## config.mk

```make
export PLATFORM = sky130hd
export DESIGN_NAME = shladd_unit
export DESIGN_NICKNAME = d
export VERILOG_FILES = /design/src/rtl/shladd_pkg.sv /design/src/rtl/shladd_shift_ovf.sv /design/src/rtl/shladd_adder.sv /design/src/rtl/shladd_unit.sv
export SDC_FILE = /design/constraint.sdc
export NUM_CORES = 1
export LEC_CHECK = 0
export BUFFER_PORTS_ARGS = -buffer_cell sky130_fd_sc_hd__buf_2
export CAP_MARGIN = 20
export CORE_ASPECT_RATIO = 1.1
export CORE_MARGIN = 5
export CORE_UTILIZATION = 50
export CTS_CLUSTER_SIZE = 40
export DETAILED_ROUTE_END_ITERATION = 12
export PLACE_DENSITY = 0.83
export SLEW_MARGIN = 20
export SYNTH_ARGS = -nofsm -noshare
export SYNTH_HDL_FRONTEND = slang
export SYNTH_SLANG_ARGS = --single-unit
```

## constraint.sdc

```tcl
create_clock -name clk -period 5.99 [get_ports clk]
set_input_delay 1.198 -clock clk [delete_from_list [all_inputs] [get_ports clk]]
set_output_delay 1.198 -clock clk [all_outputs]
set_load 0.02 [all_outputs]
```

## src/rtl/shladd_pkg.sv

```systemverilog
package shladd_pkg;
  localparam int XLEN = 64;
  localparam int SHW  = 2;
  typedef enum logic {WORD32 = 1'b0, WORD64 = 1'b1} word_mode_e;
endpackage

```

## src/rtl/shladd_shift_ovf.sv

```systemverilog
module shladd_shift_ovf #(
  parameter int XLEN = 64,
  parameter int SHW  = 2
) (
  input  logic [XLEN-1:0] a_m,
  input  logic [SHW-1:0]  shamt,
  input  logic            mode64,
  output logic [XLEN-1:0] sa,
  output logic            shift_sv,
  output logic            shift_lost
);
  localparam int HALF  = XLEN / 2;
  localparam int MAXSH = (1 << SHW) - 1;

  logic [XLEN-1:0] shifted;
  int              sidx;

  always_comb begin
    shifted = a_m << shamt;
    sa      = mode64 ? shifted : {{HALF{1'b0}}, shifted[HALF-1:0]};
    sidx    = mode64 ? XLEN - 1 : HALF - 1;
    shift_sv   = 1'b0;
    shift_lost = 1'b0;
    for (int i = 1; i <= MAXSH; i++) begin
      if (i <= int'(shamt)) begin
        // bits passing into or through the sign must match it
        shift_sv   = shift_sv | (a_m[sidx - i] ^ a_m[sidx]);
        // bits pushed past the sign position are lost
        shift_lost = shift_lost | a_m[sidx - i + 1];
      end
    end
  end
endmodule

```

## src/rtl/shladd_adder.sv

```systemverilog
module shladd_adder #(
  parameter int XLEN = 64
) (
  input  logic [XLEN-1:0] sa,
  input  logic [XLEN-1:0] b,
  input  logic            cin,
  input  logic            mode64,
  output logic [XLEN-1:0] sum,
  output logic [XLEN-1:0] cvec,
  output logic            cout,
  output logic            add_sv
);
  localparam int HALF = XLEN / 2;

  logic [XLEN:0] wide;
  logic          s_a, s_b, s_r;

  always_comb begin
    wide = {1'b0, sa} + {1'b0, b} + {{XLEN{1'b0}}, cin};
    if (mode64) begin
      sum  = wide[XLEN-1:0];
      cout = wide[XLEN];
      s_a  = sa[XLEN-1];
      s_b  = b[XLEN-1];
      s_r  = wide[XLEN-1];
    end else begin
      sum  = {{HALF{1'b0}}, wide[HALF-1:0]};
      cout = wide[HALF];
      s_a  = sa[HALF-1];
      s_b  = b[HALF-1];
      s_r  = wide[HALF-1];
    end
    add_sv = (s_a == s_b) && (s_r != s_a);
    cvec   = sa ^ b ^ sum;
  end
endmodule

```

## src/rtl/shladd_unit.sv

```systemverilog
module shladd_unit #(
  parameter int XLEN = shladd_pkg::XLEN,
  parameter int SHW  = shladd_pkg::SHW
) (
  input  logic            clk,
  input  logic            rst,
  input  logic            in_valid,
  input  logic [XLEN-1:0] op_a,
  input  logic [XLEN-1:0] op_b,
  input  logic [SHW-1:0]  shamt,
  input  logic            mode64,
  input  logic            use_carry,
  input  logic            trap_en,
  output logic [XLEN-1:0] sum_q,
  output logic            sv_q,
  output logic            uv_q,
  output logic [XLEN-1:0] cvec_q,
  output logic            trap_q
);
  import shladd_pkg::*;
  localparam int HALF = XLEN / 2;

  word_mode_e      wmode;
  logic [XLEN-1:0] a_m, b_m, sa, sum_c, cvec_c;
  logic            shift_sv, shift_lost, cout, add_sv, sv_c, uv_c, trap_c;
  logic            carry_q, cin;

  assign wmode = word_mode_e'(mode64);
  assign a_m   = (wmode == WORD64) ? op_a : {{HALF{1'b0}}, op_a[HALF-1:0]};
  assign b_m   = (wmode == WORD64) ? op_b : {{HALF{1'b0}}, op_b[HALF-1:0]};
  assign cin   = use_carry & carry_q;

  shladd_shift_ovf #(.XLEN(XLEN), .SHW(SHW)) u_shift (
    .a_m(a_m), .shamt(shamt), .mode64(mode64),
    .sa(sa), .shift_sv(shift_sv), .shift_lost(shift_lost)
  );

  shladd_adder #(.XLEN(XLEN)) u_add (
    .sa(sa), .b(b_m), .cin(cin), .mode64(mode64),
    .sum(sum_c), .cvec(cvec_c), .cout(cout), .add_sv(add_sv)
  );

  assign sv_c   = add_sv | shift_sv;
  assign uv_c   = cout | shift_lost;
  assign trap_c = trap_en & sv_c;

  always_ff @(posedge clk) begin
    if (rst) begin
      sum_q   <= '0;
      cvec_q  <= '0;
      sv_q    <= 1'b0;
      uv_q    <= 1'b0;
      trap_q  <= 1'b0;
      carry_q <= 1'b0;
    end else begin
      trap_q <= in_valid & trap_c;
      if (in_valid) begin
        sv_q <= sv_c;
        uv_q <= uv_c;
        if (!trap_c) begin
          sum_q   <= sum_c;
          cvec_q  <= cvec_c;
          carry_q <= cout;
        end
      end
    end
  end

  // a trap freezes the written-back result
  p_trap_holds_sum_r9: assert property (@(posedge clk) disable iff (rst)
    trap_q |-> ($stable(sum_q) && $stable(cvec_q)));
  // a trap only comes with signed overflow and an enabled trap
  p_trap_has_sv_r9: assert property (@(posedge clk) disable iff (rst)
    trap_q |-> (sv_q && $past(trap_en)));
  // nothing changes without a strobe
  p_hold_idle_r8: assert property (@(posedge clk) disable iff (rst)
    !in_valid |=> ($stable(sum_q) && $stable(sv_q) && $stable(uv_q) && !trap_q));
  // 32-bit results leave the upper half clear
  p_upper_zero_r2: assert property (@(posedge clk) disable iff (rst)
    (in_valid && !mode64 && !trap_en) |=> (sum_q[XLEN-1:HALF] == '0 && cvec_q[XLEN-1:HALF] == '0));
  // set bits lost in a 64-bit shift always give unsigned overflow
  p_lost_bit_uv_r5: assert property (@(posedge clk) disable iff (rst)
    (in_valid && mode64 && shamt != '0 && op_a[XLEN-1]) |=> uv_q);
endmodule

```

### Word-level counts from Yosys, hierarchy flattened

Cells that the tools add are included.

* add/subtract/negate cells: 8
* order comparisons: 10
* equality and inequality tests: 2
* shift-type cells: 1
* multiplexer cells: 36
* bitwise operators: 15
* reductions and logical operators: 2

Operators by type and width (count)
* $mux 64: 4
* $lt 32x8->1 const B: 7
* $xor 64x64->64: 2
* $add 32x2->32 const B: 3
* $add 64x64->65: 1
* $add 65x1->65: 1
* $shl 64x2->64: 1
* $sub 32x3->32 const B: 2
* $bmux 1 s6: 7
* $sub 32x2->32 const B: 1
* $mux 1: 24
* $mux 6: 1
* $or 1x1->1: 6
* $le 2x2->1 const A: 2
* $and 1x1->1: 3
* $xor 1x1->1: 3
* $le 1x2->1 const A: 1
* $reduce_and 2->1: 1
* $eq 1x1->1: 1
* $logic_and 1x1->1: 1
* $ne 1x1->1: 1
* $not 1->1: 1

* bits in registers: 132
* word-level logic and storage cells: 80

### Depth between registers and ports, before layout

Gate-level depths: netlist (run 1).

* depth in word-level cells: 15
* gate-level depth with buffers: 20
* depth with buffers taken out: 16

### By module

Synthesis (run 1) repeated with hierarchy kept, for this count alone.

* cell total of the unflattened synthesis: 1499
* area, all modules: 12489.5 um^2

By module, submodules not included
* shladd_unit: instances 1, cells an instance 672, area an instance 6068.3 um^2, seq. area each 2642.5 um^2
* shladd_adder: instances 1, cells an instance 691, area an instance 4569.4 um^2, seq. area each 0.0 um^2
* shladd_shift_ovf: instances 1, cells an instance 136, area an instance 1851.8 um^2, seq. area each 0.0 um^2

### Worst setup path before layout (run 1)

No wires, ideal clock.

* path kind: input to register
* start: input port shamt[0]
* end: register sum_q[10]
* setup time: 70 ps
* arrival: 5999 ps
* required time: 5920 ps
* path slack: -79 ps
* stages on the path: 18
* path buffers: 6
* path through: clkbuf_1 clkbuf_1 buf_1 mux4_2 ha_1 clkbuf_2 nand2_2 nor4_2 nand3_1 a31o_1 and2_4 o41ai_4 mux2i_1 a311o_1 buf_6 clkbuf_1 nand2_1 a21oi_1

* cells in the longest elaborated chain, start to end: 11
* elaborated cells on any way between the ends: 22
* those cells by class: add/sub: 2; order compare: 3; eq/ne: 2; shift: 1; mux: 7; bitwise: 5; reduce/logical: 2

RTL lines
* from (decl): line shladd_unit.sv:10 `input logic [SHW-1:0] shamt,`
* $shl 64x2->64: line shladd_shift_ovf.sv:19 `shifted = a_m << shamt;`
* $mux 64: line shladd_shift_ovf.sv:20 `sa = mode64 ? shifted : {{HALF{1'b0}}, shifted[HALF-1:0]};`
* $add 64x64->65: line shladd_adder.sv:19 `wide = {1'b0, sa} + {1'b0, b} + {{XLEN{1'b0}}, cin};`
* $add 65x1->65: line shladd_adder.sv:19
* $mux 1: line shladd_adder.sv:20 `if (mode64) begin`
* $ne 1x1->1: line shladd_adder.sv:33 `add_sv = (s_a == s_b) && (s_r != s_a);`
* $logic_and 1x1->1: line shladd_adder.sv:33
* $or 1x1->1: line shladd_unit.sv:43 `assign sv_c = add_sv | shift_sv;`
* $and 1x1->1: line shladd_unit.sv:45 `assign trap_c = trap_en & sv_c;`
* $not 1->1 (no line)
* $reduce_and 2->1 (no line)
* to (signal assigned): line shladd_unit.sv:61 `sum_q <= sum_c;`
* to (decl): line shladd_unit.sv:14 `output logic [XLEN-1:0] sum_q,`

Parallel ways exist; a longest one is shown, timed or not.
A chain may end at the register's enable or synchronous reset.

### Final worst setup path (run 1)

* start: input port shamt[0]
* end: register cvec_q[19]

* cells in the longest elaborated chain, start to end: 11
* elaborated cells on any way between the ends: 24
* those cells by class: add/sub: 2; order compare: 3; eq/ne: 2; shift: 1; mux: 7; bitwise: 7; reduce/logical: 2

RTL lines
* $shl 64x2->64: line shladd_shift_ovf.sv:19
* $mux 64: line shladd_shift_ovf.sv:20
* $add 64x64->65: line shladd_adder.sv:19
* $add 65x1->65: line shladd_adder.sv:19
* $mux 1: line shladd_adder.sv:20
* $ne 1x1->1: line shladd_adder.sv:33
* $logic_and 1x1->1: line shladd_adder.sv:33
* $or 1x1->1: line shladd_unit.sv:43
* $and 1x1->1: line shladd_unit.sv:45
* $not 1->1 (no line)
* $reduce_and 2->1 (no line)
* to (signal assigned): line shladd_unit.sv:62 `cvec_q <= cvec_c;`
* to (decl): line shladd_unit.sv:17 `output logic [XLEN-1:0] cvec_q,`

Parallel ways exist; a longest one is shown, timed or not.

==> results of run 1 <==
## per-stage QoR
stage,power (mW),utilization (%),hold WS (ns)
after floorplan,1.95,-,0.505
after global placement,2.36,58.9,0.437
after detailed placement,2.37,58.9,0.442
after CTS,3.38,61.5,0.450
after global routing,3.56,61.6,0.462
final,3.39,61.6,0.446
## sequential cells by signal, summed over array words and instances, names as in the netlist
signal and flops:
carry_q 1, cvec_q 64, sum_q 64, sv_q 1, trap_q 1, uv_q 1
## final timing paths
path              slack [ns]          to
setup / recovery        0.50  cvec_q[19]
hold / removal          0.45  cvec_q[35]
setup reg to reg        2.09        uv_q
hold reg to reg         0.45  cvec_q[35]
## report_power, final
part / switching [mW] / total [mW] / internal (mW) / leakage [nW]
Combinational: 0.827 / 1.35 / 0.526 / 4.42
Clock: 0.436 / 1.01 / 0.574 / 0.264
Sequential: 0.0496 / 1.02 / 0.974 / 1.08
Total: 1.31 / 3.39 / 2.07 / 5.77
## area by class of cell
class,count,share of cell area (%)
Clock buffer,18,3.27
Antenna cell,7,0.133
Timing Repair Buffer,326,14.1
Tap cell,290,2.76
Multi-Input combinational cell,1081,57.8
Sequential cell,132,20.1
Inverter,29,0.829
Clock inverter,14,0.972
## worst reg2reg max path, delay by kind of cell (launching register included)
family                     cells  cell delay (ns)
DFF                            1             0.31
buffers and inverters          1             0.09
and+or+nand+nor                3             0.39
AOI/OAI and AO/OA              9             2.34
adders and majority gates      2             0.61
## layout by cell type (no fill, tap or decap), types with 7 or more instances in the layout
master / instances
sky130_fd_sc_hd__a211oi_1: 28
sky130_fd_sc_hd__a211oi_2: 17
sky130_fd_sc_hd__a21o_1: 19
sky130_fd_sc_hd__a21oi_1: 176
sky130_fd_sc_hd__a22o_1: 12
sky130_fd_sc_hd__a31oi_1: 8
sky130_fd_sc_hd__and2_1: 67
sky130_fd_sc_hd__and3_1: 12
sky130_fd_sc_hd__buf_2: 263
sky130_fd_sc_hd__buf_4: 58
sky130_fd_sc_hd__clkbuf_16: 17
sky130_fd_sc_hd__dfxtp_1: 132
sky130_fd_sc_hd__diode_2: 7
sky130_fd_sc_hd__ha_1: 64
sky130_fd_sc_hd__inv_1: 27
sky130_fd_sc_hd__mux2i_1: 10
sky130_fd_sc_hd__mux4_2: 53
sky130_fd_sc_hd__nand2_1: 167
sky130_fd_sc_hd__nand2b_1: 8
sky130_fd_sc_hd__nand3_1: 25
sky130_fd_sc_hd__nand4_1: 24
sky130_fd_sc_hd__nor2_1: 121
sky130_fd_sc_hd__nor2b_1: 13
sky130_fd_sc_hd__nor3_1: 36
sky130_fd_sc_hd__o211ai_1: 16
sky130_fd_sc_hd__o21a_1: 13
sky130_fd_sc_hd__o21ai_0: 47
sky130_fd_sc_hd__o21bai_1: 12
sky130_fd_sc_hd__xnor2_1: 48
sky130_fd_sc_hd__xor2_1: 13
## cells in the mapped netlist, types with 3 or more instances
cell type                  count
sky130_fd_sc_hd__ha_1         64
sky130_fd_sc_hd__a41oi_1       4
sky130_fd_sc_hd__a211oi_2     17
sky130_fd_sc_hd__buf_1         8
sky130_fd_sc_hd__nor2b_1      13
sky130_fd_sc_hd__o21bai_1     12
sky130_fd_sc_hd__xnor2_1      48
sky130_fd_sc_hd__a22o_1       12
sky130_fd_sc_hd__mux4_2       53
sky130_fd_sc_hd__nor2_1      121
sky130_fd_sc_hd__o221ai_1      3
sky130_fd_sc_hd__and2_1       67
sky130_fd_sc_hd__inv_1        27
sky130_fd_sc_hd__buf_6        10
sky130_fd_sc_hd__mux2i_1      10
sky130_fd_sc_hd__o31ai_1       4
sky130_fd_sc_hd__nor3_1       36
sky130_fd_sc_hd__nand2b_1      8
sky130_fd_sc_hd__nand3_1      25
sky130_fd_sc_hd__nand4_1      24
sky130_fd_sc_hd__a31o_2        5
sky130_fd_sc_hd__and3_1       12
sky130_fd_sc_hd__o21ai_1       4
sky130_fd_sc_hd__a21o_1       19
sky130_fd_sc_hd__a211oi_1     28
sky130_fd_sc_hd__o211ai_1     16
sky130_fd_sc_hd__o21a_1       13
sky130_fd_sc_hd__dfxtp_1     132
sky130_fd_sc_hd__or2_2         3
sky130_fd_sc_hd__a21oi_1     176
sky130_fd_sc_hd__clkbuf_1     70
sky130_fd_sc_hd__o21ai_0      47
sky130_fd_sc_hd__o32ai_1       3
sky130_fd_sc_hd__or3_1         5
sky130_fd_sc_hd__a32o_1        3
sky130_fd_sc_hd__a31oi_1       8
sky130_fd_sc_hd__xor2_1       13
sky130_fd_sc_hd__nand2_1     167
sky130_fd_sc_hd__buf_2        16
sky130_fd_sc_hd__mux2_2        4
## logic make-up after synthesis
group           synth area share, %
simple gates                   21.2
xor+xnor                       4.93
flops                          24.4
buf+inv                        5.72
compound gates                 23.7
fa+ha+maj                      7.76
mux                            12.4
## metal layers
metal	track usage, %	wire (um)
met3	8.51	3790
met2	50.5	18100
met5	0	137
met4	13.8	1400
met1	36.3	14500
==> results.py, run 1 <==
metrics = {
    "synth": {
        "synth_cells": 1350,
        "synth.net_count": 1552,
        "netlist_area_um2": 10800,
        "postSynthRegisterBits": 132,
        "yosysWarningCount": 0,
        "avgSynthCellArea_um2": 8.03,
        "synth_seq_area_share_pct": 24.4,
        "leading_cell_types_by_total_area_after_synthesis": "sky130_fd_sc_hd__dfxtp_1 (24%), sky130_fd_sc_hd__mux4_2 (11%), sky130_fd_sc_hd__a21oi_1 (8.1%)",
        "asyncSetResetFlopFracSynth_pct": 0,
        "synth_enable_flop_cells": 0,
        "synth_top_flop_cell": "sky130_fd_sc_hd__dfxtp_1",
        "yosysUniqueCellTypes": 70,
        "synth_top_area_cell": "sky130_fd_sc_hd__dfxtp_1",
        "synth_largest_type_area_fraction_pct": 24.4,
    },
    "clocking": {
        "clk_latency_ns": 0.44,
        "tritoncts.num_buffers": 17,
        "cts_hold_repair.buffers": 0,
        "cts_root_buf": "sky130_fd_sc_hd__clkbuf_16",
        "cts_max_level": 4,
        "setup_bufs_post_cts": 0,
        "cts_repair_resized_insts": 0,
        "cts.sinks": 132,
        "worst_case_clock_buffer_depth": 2,
        "clock_tree_from_tritoncts": "built",
        "cts.clk_slew.worst_paths_ns": 0.06,
    },
    "worst_setup_path": {
        "cp-start-kind": "input port",
        "path_delay_family": "compound AO/OA/AOI/OAI gates",
        "critical_path_class": "input port to flop",
        "timing.critical_path.cells": "buf_4 > buf_4 > mux4_2 > and2_1 > ha_1 > a21oi_1 > o211ai_1 > a41oi_1 > o21ai_0 > a21oi_1 > o41ai_4 > mux2i_1 > a311oi_4 > buf_12 > buf_4 > nor2_1 > nor3_1",
        "critical_path_arrival_ns": 5.84,
        "crit_path_most_repeated_cell": "sky130_fd_sc_hd__buf_4",
        "timing.critical_path.fanout_max": 38,
        "cpPeakStageDelay_ns": 0.56,
        "worstPathBufferInverterCount": 4,
        "worst_setup_path_end_kind": "flop",
        "reg2reg_from": "carry_q",
        "crit_required_ns": 6.34,
        "ff2ff_path_depth": 15,
        "slowest_stage": "sky130_fd_sc_hd__a311oi_4",
        "critPathLaunch": "shamt[0]",
        "stages_on_the_worst_setup_path": 17,
    },
    "sta": {
        "finClkSkew_ns": 0.0116,
        "final.setup.tns_ns": 0,
        "min_setup_slack_post_route_ns": 0.495,
        "layout_worst_path_cycle_share_pct": 91.7,
        "unrepaired_setup_endpoints_after_global_routing": "no",
        "final-max-slew-violation-count": 0,
        "setup_viol_count_final": 0,
        "timing_worst_slew_pin_value_ns": 0.710,
        "fmax_ghz": 0.182,
        "fin_crit_ns": 5.49,
        "hold_viol_final": 0,
        "slew_headroom_pct": 52.7,
    },
    "outcome": {
        "outcome": "finished, final reports clean",
    },
    "final_layout": {
        "area_delta_synth_final_pct": 21.1,
        "filler_cell_count": 1956,
        "multiInputGateArea_um2": 7580,
        "final_net_count": 1789,
        "post-route-cell-area_um2": 13100,
        "post_layout_nonfiller_instances": 1897,
        "drive_gt1_share_pct": 28.0,
        "flip_flop_and_latch_area_um2": 2640,
    },
    "placed_design": {
        "placement.setup.worst_slack_ns": 0.0778,
        "placed_cells": 1858,
        "place.gp.congestion": 0.982,
        "place.port_buffers": 266,
        "detailed_place_hpwl_mm": 30.2,
        "placement.cell_area_um2": 12600,
    },
    "die": {
        "dieHeight_um": 164,
        "design.die.area_um2": 24700,
        "placement_rows": 56,
        "die-width_um": 150,
        "design.core.area_um2": 21300,
        "design.portCount": 267,
        "floorplan.initialDensity_pct": 50.9,
    },
    "detailed_routing": {
        "number_of_vias_per_cell": 6.02,
        "wirelength_mm": 37.8,
        "drt_iter0_markers": 894,
        "post-route-drc-count": 0,
        "num_vias": 11423,
        "route.detailed.wl_per_inst_um": 19.9,
        "post_route_ant_nets": 0,
        "firstDrtPassIters": 5,
    },
    "global_routing": {
        "gr-total-overflow": 0,
        "grt_start_max_net_pins": 71,
        "number_of_global_route_vias_before_repair": 11230,
        "antenna_found_initial": 17,
        "groute.usage.overall_pct": 30.3,
        "grt_pass1_wl_mm": 59.2,
    },
    "job": {
        "max_cap_viol_count": 0,
    },
    "pwr": {
        "p_leak_nw": 5.77,
        "irDropWorstVdd_uv": 221,
        "pwr_density_cell_nw_per_um2": 258,
    },
    "worst_hold_path": {
        "min_path_type": "flop to flop",
        "hp-start": "cvec_q[35]",
        "hold_depth": 2,
    },
}
Power figures use the tool's default switching activity.
==> run 2: changes to the inputs <==
--- a/config.mk
+++ b/config.mk
@@ -8,10 +8,10 @@
 export BUFFER_PORTS_ARGS = -buffer_cell sky130_fd_sc_hd__buf_2
 export CAP_MARGIN = 20
 export CORE_ASPECT_RATIO = 1.1
-export CORE_MARGIN = 5
 export CORE_UTILIZATION = 50
 export CTS_CLUSTER_SIZE = 40
 export DETAILED_ROUTE_END_ITERATION = 12
+export GPL_TIMING_DRIVEN = 0
 export PLACE_DENSITY = 0.83
 export SLEW_MARGIN = 20
 export SYNTH_ARGS = -nofsm -noshare
==> run 2 against run 1 <==
Worst setup slack worse by 0.37 ns. First-iteration DRC count is 6.5% higher. Via count is 5.5% higher. Wire length is 13% higher. Non-clock buffer count is 44 higher. Fmax is 6.3% lower.
==> results.py, run 2 (same netlist as run 1, synthesis figures left out) <==
metrics = {
    "worst_setup_path": {
        "ff2ff_path_depth": 14,
        "critical_path_arrival_ns": 6.19,
        "worst_setup_path_end_kind": "flop",
        "critical_path_class": "input port to flop",
        "timing.critical_path.fanout_max": 11,
        "crit_required_ns": 6.32,
        "slowest_stage": "sky130_fd_sc_hd__o31ai_1",
        "cp-start-kind": "input port",
        "cpPeakStageDelay_ns": 0.82,
        "timing.critical_path.cells": "buf_2 > buf_6 > buf_4 > mux4_2 > ha_1 > clkbuf_2 > nand4_1 > nor4_4 > nand3_1 > a31o_1 > and2_4 > o31ai_1 > a21oi_1 > o21ai_0 > xor2_1 > a22o_1",
    },
    "clocking": {
        "tritoncts.num_buffers": 17,
        "worst_case_clock_buffer_depth": 2,
        "cts_root_buf": "sky130_fd_sc_hd__clkbuf_16",
        "cts_max_level": 4,
        "clock_tree_from_tritoncts": "built",
        "cts.sinks": 132,
        "clk_latency_ns": 0.44,
        "cts.clk_slew.worst_paths_ns": 0.06,
    },
    "final_layout": {
        "top_regs": "cvec_q (64), sum_q (64)",
        "area_delta_synth_final_pct": 21.9,
        "final_net_count": 1833,
        "filler_cell_count": 1970,
        "final_common_cell": "sky130_fd_sc_hd__buf_2",
        "multiInputGateArea_um2": 7590,
        "flip_flop_and_latch_area_um2": 2640,
        "commonest_cells_after_routing_fill_and_taps_aside": "sky130_fd_sc_hd__buf_2 (279), sky130_fd_sc_hd__a21oi_1 (176), sky130_fd_sc_hd__nand2_1 (167)",
        "post_layout_nonfiller_instances": 1939,
        "drive_gt1_share_pct": 26.5,
    },
    "sta": {
        "hold_viol_final": 0,
        "fin_crit_ns": 5.86,
        "timing_worst_slew_pin_value_ns": 0.964,
        "min_setup_slack_post_route_ns": 0.125,
        "unrepaired_setup_endpoints_after_global_routing": "yes",
        "layout_worst_path_cycle_share_pct": 97.9,
        "timing.hold.ws_ns": 0.448,
        "setup_viol_count_final": 0,
        "final-max-slew-violation-count": 0,
        "slew_headroom_pct": 35.2,
        "fmax_ghz": 0.171,
        "finClkSkew_ns": 0.00993,
    },
    "detailed_routing": {
        "wirelength_mm": 42.8,
        "drt_iter0_markers": 952,
        "firstDrtPassIters": 7,
        "route.detailed.wl_per_inst_um": 22.1,
        "number_of_vias_per_cell": 6.22,
        "num_vias": 12053,
        "post-route-drc-count": 0,
        "post_route_ant_nets": 0,
    },
    "worst_hold_path": {
        "hold_depth": 2,
        "min_path_type": "flop to flop",
    },
    "placed_design": {
        "place.gp.congestion": 0.992,
        "placement.setup.worst_slack_ns": -1.53,
        "place.port_buffers": 263,
        "placed_cells": 1903,
        "detailed_place_hpwl_mm": 34.0,
    },
    "global_routing": {
        "groute.layer.met1.usage_pct": 46.4,
        "gr-total-overflow": 0,
        "met2_usage_pct": 63.5,
        "groute.usage.overall_pct": 38.6,
        "number_of_global_route_vias_before_repair": 11674,
        "antenna_found_initial": 10,
        "global_route.usage.met3_pct": 8.48,
        "grt_start_max_net_pins": 20,
        "gr-max-usage-layer": "met2",
        "grt_pass1_wl_mm": 64.7,
    },
    "die": {
        "design.die.area_um2": 22300,
        "placement_rows": 56,
        "design.core.area_um2": 21300,
        "design.portCount": 267,
        "dieHeight_um": 156,
        "die-width_um": 142,
        "floorplan.initialDensity_pct": 50.9,
    },
    "job": {
        "max_cap_viol_count": 0,
    },
    "pwr": {
        "pwr_density_cell_nw_per_um2": 269,
        "irDropWorstVdd_uv": 177,
        "p_leak_nw": 5.78,
        "totalPowerFinal_mw": 3.55,
    },
    "outcome": {
        "outcome": "finished, final reports clean",
    },
}
run 2: layer usage:
metal / up-vias / share of wire [%]
li1: 5457 / -
met1: 5650 / 38
met2: 772 / 46
met3: 166 / 10
met4: 8 / 5.5
met5: - / 0.11
run 2: critical path, delay by kind of cell:
kind,cells,cell delay [ns]
multiplexers,1,0.55
AND/OR/NAND/NOR,4,0.86
buffers and inverters,4,0.95
AO/OA/AOI/OAI,5,2.15
adder cells (fa/ha/maj),1,0.29
XOR/XNOR,1,0.19
run 2: through the flow:
stage	area [um2]	TNS (ns)	util, %
after global routing	13200	-0.0174	62.0
after floorplan	10800	0	-
after CTS	13200	0	61.8
after detailed placement	12500	-143.50	58.8
final	13200	0	62.0
after global placement	12500	-123.88	58.8
run 2: final cells by class:
class | count | share of cell area (%)
antenna | 5 | 0.0947
timing repair buffer | 264 | 10.0
sequential | 132 | 20.0
clock inverter | 13 | 1.29
multi-input combinational | 1081 | 57.5
buffer | 106 | 4.14
tap | 290 | 2.75
clock buffer | 19 | 3.43
inverter | 29 | 0.824
run 2: power by group:
part	internal (mW)	switching (mW)
Sequential	0.973	0.0502
Clock	0.684	0.461
Combinational	0.502	0.884
run 2: final timing paths:
| kind | start | endpoint | slack (ns) |
|---|---|---|---|
| max | shamt[0] | sum_q[59] | 0.13 |
| min | sum_q[17] | sum_q[17] | 0.45 |
| max reg2reg | carry_q | cvec_q[56] | 1.52 |
| min reg2reg | sum_q[17] | sum_q[17] | 0.45 |
run 2: what timing repair did:
action / in CTS / in global routing
endpoints found under the setup margin: 131 / 120
setup buffers: 0 / 1
resized for setup: 18 / 29
hold buffers: 0 / 0
==> run 3: changes to the inputs <==
--- a/config.mk
+++ b/config.mk
@@ -6,12 +6,13 @@
 export NUM_CORES = 1
 export LEC_CHECK = 0
 export BUFFER_PORTS_ARGS = -buffer_cell sky130_fd_sc_hd__buf_2
-export CAP_MARGIN = 20
+export CAP_MARGIN = 40
 export CORE_ASPECT_RATIO = 1.1
 export CORE_UTILIZATION = 50
 export CTS_CLUSTER_SIZE = 40
 export DETAILED_ROUTE_END_ITERATION = 12
 export GPL_TIMING_DRIVEN = 0
+export MAX_ROUTING_LAYER = met4
 export PLACE_DENSITY = 0.83
 export SLEW_MARGIN = 20
 export SYNTH_ARGS = -nofsm -noshare
==> run 3 against run 2 <==
Sequential power is essentially flat. Clock skew increased by 0.0020 ns. Design area decreased by 0.14%. Combinational power about the same. Sequential share of layout area hardly changed. Register-to-register slack lost 0.02 ns. Hold slack barely moved. Largest cell class unchanged. Highest routed layer is now met4.
==> results.py, run 3 (same netlist as run 1, synthesis figures left out) <==
metrics = {
    "outcome": {
        "outcome": "finished, final reports clean",
    },
    "sta": {
        "final-max-slew-violation-count": 0,
        "min_setup_slack_post_route_ns": 0.157,
        "layout_worst_path_cycle_share_pct": 97.4,
        "timing.hold.ws_ns": 0.448,
        "final.setup.tns_ns": 0,
        "fin_crit_ns": 5.83,
        "timing_worst_slew_pin_value_ns": 0.893,
        "finClkSkew_ns": 0.0119,
        "slew_headroom_pct": 40.0,
        "fmax_ghz": 0.171,
        "setup_viol_count_final": 0,
        "hold_viol_final": 0,
    },
    "worst_setup_path": {
        "critical_path_class": "input port to flop",
        "worst_setup_path_end_kind": "flop",
        "timing.critical_path.cells": "buf_2 > clkbuf_2 > buf_6 > mux4_2 > and2_1 > ha_1 > clkbuf_1 > nand4_1 > nor3_1 > nand2_1 > o41ai_4 > mux2i_2 > a311o_1 > buf_6 > clkbuf_4 > o221ai_1 > a21oi_1",
        "crit_path_most_repeated_cell": "sky130_fd_sc_hd__buf_6",
        "path_delay_family": "buffers and inverters",
        "worstPathBufferInverterCount": 6,
        "crit_required_ns": 6.34,
        "slowest_stage": "sky130_fd_sc_hd__mux4_2",
        "cp-start-kind": "input port",
        "cpPeakStageDelay_ns": 0.49,
        "critical_path_arrival_ns": 6.19,
        "timing.critical_path.fanout_max": 11,
    },
    "final_layout": {
        "top_regs": "cvec_q (64), sum_q (64)",
        "drive_gt1_share_pct": 26.6,
        "finish.utilization_pct": 61.9,
        "post-route-cell-area_um2": 13200,
        "area_delta_synth_final_pct": 21.8,
        "final_net_count": 1834,
        "final_common_cell": "sky130_fd_sc_hd__buf_2",
        "post_layout_nonfiller_instances": 1943,
        "commonest_cells_after_routing_fill_and_taps_aside": "sky130_fd_sc_hd__buf_2 (279), sky130_fd_sc_hd__a21oi_1 (176), sky130_fd_sc_hd__nand2_1 (167)",
        "filler_cell_count": 1966,
    },
    "placed_design": {
        "detailed_place_hpwl_mm": 34.2,
        "place.gp.congestion": 1.03,
        "placement.setup.worst_slack_ns": -1.63,
        "placed_cells": 1904,
        "place.port_buffers": 263,
        "placement.cell_area_um2": 12500,
    },
    "pwr": {
        "pwr_density_cell_nw_per_um2": 265,
        "comb_power_share_pct": 39.8,
        "irDropWorstVdd_uv": 206,
        "cell_internal_pwr_mw": 2.09,
        "netSwitchingFraction_pct": 40.1,
        "clock_power_share_pct": 30.9,
        "totalPowerFinal_mw": 3.50,
        "power.share.sequential_pct": 29.3,
        "net-switching-power_mw": 1.40,
        "p_leak_nw": 5.77,
    },
    "detailed_routing": {
        "firstDrtPassIters": 5,
        "drt_iter0_markers": 1019,
        "route.detailed.wl_per_inst_um": 22.2,
        "post-route-drc-count": 0,
        "number_of_vias_per_cell": 6.17,
        "wirelength_mm": 43.1,
        "post_route_ant_nets": 0,
        "num_vias": 11981,
    },
    "global_routing": {
        "number_of_global_route_vias_before_repair": 11672,
        "groute.usage.overall_pct": 39.8,
        "antenna_found_initial": 6,
        "gr-total-overflow": 0,
        "grt_start_max_net_pins": 20,
        "grt_pass1_wl_mm": 64.6,
    },
    "clocking": {
        "cts_max_level": 4,
        "worst_case_clock_buffer_depth": 2,
        "tritoncts.num_buffers": 17,
        "clock_tree_from_tritoncts": "built",
        "cts.sinks": 132,
        "cts_root_buf": "sky130_fd_sc_hd__clkbuf_16",
        "cts_hold_repair.buffers": 0,
        "cts.clk_slew.worst_paths_ns": 0.06,
        "clk_latency_ns": 0.43,
    },
    "worst_hold_path": {
        "min_path_type": "flop to flop",
    },
    "job": {
        "max_cap_viol_count": 0,
    },
    "die": {
        "die-width_um": 142,
        "floorplan.initialDensity_pct": 50.9,
        "dieHeight_um": 156,
        "design.portCount": 267,
        "placement_rows": 56,
        "design.die.area_um2": 22300,
        "design.core.area_um2": 21300,
    },
}
-- run 3: cell count changes in the layout (fill, tap and decap cells not counted), moves of 2 or more --
cell                         before  now
sky130_fd_sc_hd__diode_2          5    8
sky130_fd_sc_hd__clkinv_4         4    2
sky130_fd_sc_hd__clkbuf_2        13   16
sky130_fd_sc_hd__clkinvlp_4       0    3
sky130_fd_sc_hd__buf_6           11   13
sky130_fd_sc_hd__clkbuf_8         2    0
-- run 3: power by group through the flow --
stage | Sequential (mW) | Clock [mW] | Combinational [mW]
2_1_floorplan | 1.15 | 0 | 0.796
3_3_place_gp | 1.04 | 0 | 1.33
3_5_place_dp | 1.04 | 0 | 1.35
4_1_cts | 1.02 | 1.08 | 1.36
5_1_grt | 1.03 | 1.11 | 1.49
6_report | 1.02 | 1.08 | 1.39
-- run 3: path summary, 6_finish.rpt --
kind,start,end,slack [ns],cells past startpoint
setup reg to reg,carry_q,cvec_q[56],1.50,14
hold / removal,cvec_q[60],cvec_q[60],0.45,2
setup / recovery,shamt[0],cvec_q[60],0.16,17
hold reg to reg,cvec_q[60],cvec_q[60],0.45,2
-- run 3: repair_timing --
| item | in CTS | in global routing |
|---|---|---|
| pin swaps | 0 | 1 |
| gates resized for setup | 18 | 26 |
| setup buffers | 0 | 1 |
| endpoints found under the hold margin | 0 | 0 |
| setup endpoints to repair | 132 | 119 |
-- run 3: layer usage --
metal | part of all wire [%] | vias up | global-route usage, %
li1 | - | 5467 | -
met1 | 39 | 5611 | 47.1
met2 | 46 | 762 | 64.1
met3 | 9.7 | 141 | 7.86
met4 | 4.7 | 0 | 20.1
met5 | 0 | - | -
-- run 3: tightest hold or removal path, stage by stage (launching register included) --
cell                      delay, ns
sky130_fd_sc_hd__dfxtp_1       0.30
sky130_fd_sc_hd__nand2_1       0.05
sky130_fd_sc_hd__a21oi_1       0.05
-- run 3: cell type report --
cell class	count	area, um2	area share, %
clock inverter	14	153	1.16
inverter	29	109	0.825
tap	290	363	2.75
buffer	105	539	4.09
timing repair buffer	266	1350	10.2
multi-input combinational	1081	7590	57.5
clock buffer	18	429	3.25
antenna	8	20.0	0.152
sequential	132	2640	20.0
